**src/rtl/ccap_pkg.sv**
```systemverilog
package ccap_pkg;
  typedef enum logic [1:0] {
    EDGE_NONE = 2'b00,
    EDGE_RISE = 2'b01,
    EDGE_FALL = 2'b10,
    EDGE_BOTH = 2'b11
  } edge_sel_e;
endpackage

```
**src/rtl/ccap_edge_det.sv**
```systemverilog
// Two-sample edge qualifier: the new level must be seen on two
// consecutive sampling ticks after a sample of the opposite level.
module ccap_edge_det (
  input  logic clk,
  input  logic rst,
  input  logic smp_en,
  input  logic lvl,
  output logic rise_o,
  output logic fall_o
);
  logic [1:0] hist_q; // [0] newest sample, [1] the one before

  always_ff @(posedge clk) begin
    if (rst) hist_q <= 2'b00;
    else if (smp_en) hist_q <= {hist_q[0], lvl};
  end

  assign rise_o = smp_en &  lvl &  hist_q[0] & ~hist_q[1];
  assign fall_o = smp_en & ~lvl & ~hist_q[0] &  hist_q[1];
endmodule

```
**src/rtl/ccap_counter.sv**
```systemverilog
module ccap_counter #(
  parameter int CNT_W = 16
) (
  input  logic             clk,
  input  logic             rst,
  input  logic             run,
  input  logic             tick,
  input  logic             clr_req,
  output logic [CNT_W-1:0] cnt_o
);
  always_ff @(posedge clk) begin
    if (rst || !run) cnt_o <= '0;
    else if (tick) cnt_o <= clr_req ? '0 : cnt_o + CNT_W'(1);
  end
endmodule

```
**src/rtl/ccap_chan.sv**
```systemverilog
module ccap_chan
  import ccap_pkg::*;
#(
  parameter int CNT_W = 16
) (
  input  logic             clk,
  input  logic             rst,
  input  logic             run,
  input  logic [CNT_W-1:0] cnt_i,
  input  logic             smp_tick,
  input  logic             cnt_tick,
  input  logic             rise,
  input  logic             fall,
  input  edge_sel_e        sel,
  input  logic             cmp_mode,
  input  logic             src_block,
  input  logic             wr_en,
  input  logic [CNT_W-1:0] wr_data,
  output logic [CNT_W-1:0] reg_o,
  output logic             match_o,
  output logic             irq_o
);
  logic edge_ok, cap_ok, pend_q;

  // Both-edge selection falls through to no acceptance.
  always_comb begin
    unique case (sel)
      EDGE_RISE: edge_ok = rise;
      EDGE_FALL: edge_ok = fall;
      default:   edge_ok = 1'b0;
    endcase
  end

  assign cap_ok  = run & ~cmp_mode & ~src_block & edge_ok;
  assign match_o = run & cnt_tick & cmp_mode & (cnt_i == reg_o);

  always_ff @(posedge clk) begin
    if (rst) reg_o <= '0;
    else if (wr_en) reg_o <= wr_data;
    else if (cap_ok) reg_o <= cnt_i;
  end

  // Capture interrupt waits for the following sampling tick.
  always_ff @(posedge clk) begin
    if (rst || !run) begin
      pend_q <= 1'b0;
      irq_o  <= 1'b0;
    end else begin
      if (smp_tick) pend_q <= cap_ok;
      irq_o <= (smp_tick & pend_q) | match_o;
    end
  end
endmodule

```
**src/rtl/ccap_timer.sv**
```systemverilog
module ccap_timer
  import ccap_pkg::*;
#(
  parameter int CNT_W  = 16,
  parameter int NUM_CH = 2
) (
  input  logic                    clk,
  input  logic                    rst,
  input  logic                    run_i,
  input  logic                    src_ext_i,
  input  logic                    presc_tick_i,
  input  logic                    ext_tick_i,
  input  logic [NUM_CH-1:0]       trig_i,
  input  logic [2*NUM_CH-1:0]     edge_sel_i,
  input  logic [NUM_CH-1:0]       cmp_mode_i,
  input  logic                    clr_en_i,
  input  logic                    wr_en_i,
  input  logic [((NUM_CH>1)?$clog2(NUM_CH):1)-1:0] wr_sel_i,
  input  logic [CNT_W-1:0]        wr_data_i,
  output logic [CNT_W-1:0]        cnt_o,
  output logic [NUM_CH*CNT_W-1:0] regs_o,
  output logic [NUM_CH-1:0]       irq_o
);
  localparam int SEL_W = (NUM_CH > 1) ? $clog2(NUM_CH) : 1;
  // Only register 0 may clear the counter.
  localparam logic [NUM_CH-1:0] CLR_MASK = NUM_CH'(1);

  logic              cnt_tick;
  logic              clr_req;
  logic [NUM_CH-1:0] match_w;

  assign cnt_tick = src_ext_i ? ext_tick_i : presc_tick_i;
  assign clr_req  = clr_en_i & |(match_w & CLR_MASK);

  ccap_counter #(.CNT_W(CNT_W)) u_cnt (
    .clk(clk), .rst(rst), .run(run_i), .tick(cnt_tick),
    .clr_req(clr_req), .cnt_o(cnt_o)
  );

  for (genvar k = 0; k < NUM_CH; k++) begin : g_ch
    logic rise_w, fall_w;
    // Trigger 0 doubles as the external count source.
    logic blk_w;
    assign blk_w = (k == 0) ? src_ext_i : 1'b0;

    ccap_edge_det u_edge (
      .clk(clk), .rst(rst), .smp_en(presc_tick_i), .lvl(trig_i[k]),
      .rise_o(rise_w), .fall_o(fall_w)
    );

    ccap_chan #(.CNT_W(CNT_W)) u_chan (
      .clk(clk), .rst(rst), .run(run_i), .cnt_i(cnt_o),
      .smp_tick(presc_tick_i), .cnt_tick(cnt_tick),
      .rise(rise_w), .fall(fall_w),
      .sel(edge_sel_e'(edge_sel_i[2*k +: 2])),
      .cmp_mode(cmp_mode_i[k]), .src_block(blk_w),
      .wr_en(wr_en_i && (wr_sel_i == SEL_W'(k))), .wr_data(wr_data_i),
      .reg_o(regs_o[k*CNT_W +: CNT_W]), .match_o(match_w[k]),
      .irq_o(irq_o[k])
    );
  end
endmodule

```
**config.mk**
```make
export PLATFORM = sky130hd
export DESIGN_NAME = ccap_timer
export DESIGN_NICKNAME = d
export VERILOG_FILES = /design/src/rtl/ccap_pkg.sv /design/src/rtl/ccap_edge_det.sv /design/src/rtl/ccap_counter.sv /design/src/rtl/ccap_chan.sv /design/src/rtl/ccap_timer.sv
export SDC_FILE = /design/constraint.sdc
export NUM_CORES = 1
export LEC_CHECK = 0
export BUFFER_PORTS_ARGS = -buffer_cell sky130_fd_sc_hd__buf_2
export CAP_MARGIN = 20
export CORE_MARGIN = 10
export CORE_UTILIZATION = 57
export CTS_CLUSTER_SIZE = 25
export DETAILED_ROUTE_END_ITERATION = 7
export GPL_TIMING_DRIVEN = 0
export PLACE_DENSITY = 0.91
export SKIP_CTS_REPAIR_TIMING = 1
export SLEW_MARGIN = 40
export SYNTH_ARGS = -nofsm -noshare
export SYNTH_HDL_FRONTEND = slang
export SYNTH_HIERARCHICAL = 1
export SYNTH_SLANG_ARGS = --single-unit
```
**constraint.sdc**
```tcl
create_clock -name clk -period 5.2 [get_ports clk]
set_clock_uncertainty 0.2 [all_clocks]
set_input_delay 1.04 -clock clk [delete_from_list [all_inputs] [get_ports clk]]
set_output_delay 1.04 -clock clk [all_outputs]
set_load 0.03 [all_outputs]
```
==> impl_metrics.tcl <==
set metrics [dict create \
    clkTransAtPathRegs_ps 90 \
    rsz0062_at_grt "no" \
    grt_pass1_vias 2885 \
    layout_common_cells "buf_2 (84), dfxtp_1 (56), nor2_1 (46), mux2i_1 (37), xor2_1 (33)" \
    path_cells "buf_2 -> mux2_4 -> and3_2 -> nor2b_1 -> nand4_1 -> nor4bb_1 -> and2_1 -> a21o_1 -> buf_1 -> nor2_1" \
    grt.overflow.total 0 \
    netlist_area_um2 3034 \
    grt_max_degree 16 \
    tightest_slew_ps 521.9 \
    worst_r2r_path_depth 8 \
    final_antenna_net_count 0 \
    status "complete, no violations" \
    antenna_found_initial 0 \
    nNetsFinal 457 \
    dpl.hpwl_mm 6.775 \
    min_period_ps 3247 \
    crit_arrival_ps 3220 \
    wl_met1_mm 3.898 \
    die_h_um 92.96 \
    worst-path-buf-inv 2 \
    share_comb_of_total_power 0.179 \
    cp_max_fo 13 \
    hold_path_class "flop to flop" \
    cts_tree "built" \
    clock_path_buffers 2 \
    die_w_um 92.96 \
    dieArea_um2 8642 \
    r2r-end "u_cnt/cnt_o[7]$_SDFFE_PP0P_" \
    crit_required_ps 5180 \
    ir_drop_uv 167.9 \
    worst_path_max_delay_cell "buf_1" \
    crit_path_end_kind "flop" \
    cts-root-buf "clkbuf_8" \
    h-tree-depth 2 \
    initial_core_util 0.5903 \
    slowest_delay_ps 390 \
    routed_wl_mm 8.675 \
    final_common_cell "buf_2" \
    maxSlewHeadroom 0.6521 \
    vias 2856 \
    setup_tns_ps 0 \
    grt_pass1_wl_mm 13.90 \
    critPathTopFamily "simple AND/OR/NAND/NOR gates" \
    power.share.sequential 0.539 \
    drtIter0Drc 182 \
    power.share.clock 0.282 \
    drc 0 \
    start_kind "input pin" \
    total_leakage_power_nw 1.593 \
    syn_to_final_growth_pct 19.38 \
    drive_gt1_frac 0.2524 \
    worstSetupPathType "input pin to flop" \
    setup_viol 0 \
    min-delay-start "g_ch[1].u_chan/pend_q$_SDFFE_PP0P_" \
    grt_usage 0.1968 \
    io_pins 83 \
    internal-power_mw 0.6152 \
    clock_latency_ps 300 \
    viasPerCell 5.829 \
    r2r_start "u_cnt/cnt_o[2]$_SDFFE_PP0P_" \
    max_freq_mhz 308.0 \
    core_um2 5140 \
    synth_warnings 6 \
    r2r_setup_slack_ps 2300 \
    drv_slew 0 \
    cts_buffers 5 \
    rows 26 \
    syn_avg_cell_area_um2 9.194 \
    synthCells 330 \
    portBuffers 82 \
    clock_sinks 56 \
    holdPathStages 2 \
    maxCapViolCount 0 \
    power_per_cell_area_nw_per_um2 239.1 \
    total_power_mw 0.8661 \
    fin_crit_sh 0.6243 \
    whs_endpoint "g_ch[1].u_chan/irq_o$_SDFF_PP0_" \
    wl_met2_mm 3.923 \
    dr.pass1.iters 4 \
    swShare 0.2897 \
    synth_nets 368 \
    p_sw_mw 0.2509 \
    gp_congestion 0.9223 \
    diodes 0 \
    highest_layer "met4" \
    dr_wl_met3_um 759 \
    crit_start "presc_tick_i" \
    wire_per_inst_um 17.70 \
    hold_viol 0 \
]
## layer usage
metal / track usage / up-vias
met5: 0.005952 / -
met4: 0.07841 / 0
met3: 0.06053 / 10
met2: 0.3102 / 141
met1: 0.2436 / 1352
li1: - / 1353
## sequential cells by signal, indices dropped and copies added, names as in the netlist
signal              flops
g_ch.u_chan/reg_o      32
g_ch.u_chan/pend_q      2
g_ch.u_edge/hist_q      4
u_cnt/cnt_o            16
g_ch.u_chan/irq_o       2
## layout make-up
cell class                 instances  area [µm²]
multi-input combinational        250        1805
fill                             408        1518
sequential                        56        1121
timing repair buffer              82       410.4
clock buffer                       8       90.09
tap                               70       87.58
buffer                            16       77.57
inverter                           8       30.03
## worst max-delay path by stage
stage / slack [ps] / cells past startpoint / end
global placement: 1710 / 10 / u_cnt/cnt_o[11]$_SDFFE_PP0P_
finish: 1950 / 10 / u_cnt/cnt_o[7]$_SDFFE_PP0P_
CTS: 1980 / 10 / u_cnt/cnt_o[7]$_SDFFE_PP0P_
global route: 1770 / 10 / u_cnt/cnt_o[7]$_SDFFE_PP0P_
floorplan: 2360 / 9 / u_cnt/cnt_o[10]$_SDFFE_PP0P_
detailed placement: 1670 / 10 / u_cnt/cnt_o[7]$_SDFFE_PP0P_
## stage by stage
| step | std cells | cell area, µm² | setup WS, ps | hold WS, ps | util |
|---|---|---|---|---|---|
| 3_5_place_dp | 482 | 3532 | 1667 | 261.2 | 0.6872 |
| 4_1_cts | 490 | 3622 | 1980 | 280.7 | 0.7047 |
| 3_3_place_gp | 482 | 3532 | 1709 | 256.6 | 0.6872 |
| 2_1_floorplan | 330 | 3034 | 2360 | 236.3 | - |
| 5_1_grt | 490 | 3622 | 1774 | 306.9 | 0.7047 |
| 6_report | 490 | 3622 | 1953 | 275.8 | 0.7047 |
## power by group through the flow
stage | Sequential, mW | Combinational, mW | Clock [mW]
after global routing | 0.470 | 0.168 | 0.265
after floorplan | 0.506 | 0.0668 | 0
final | 0.467 | 0.155 | 0.244
after detailed placement | 0.476 | 0.153 | 0
after global placement | 0.476 | 0.149 | 0
after CTS | 0.466 | 0.154 | 0.246
## tightest hold or removal path, stage by stage (launching register included)
cell     delay, ps
dfxtp_1        320
nand3_1         60
o21ai_1         60
No activity file was read; power rests on OpenSTA's default activity.
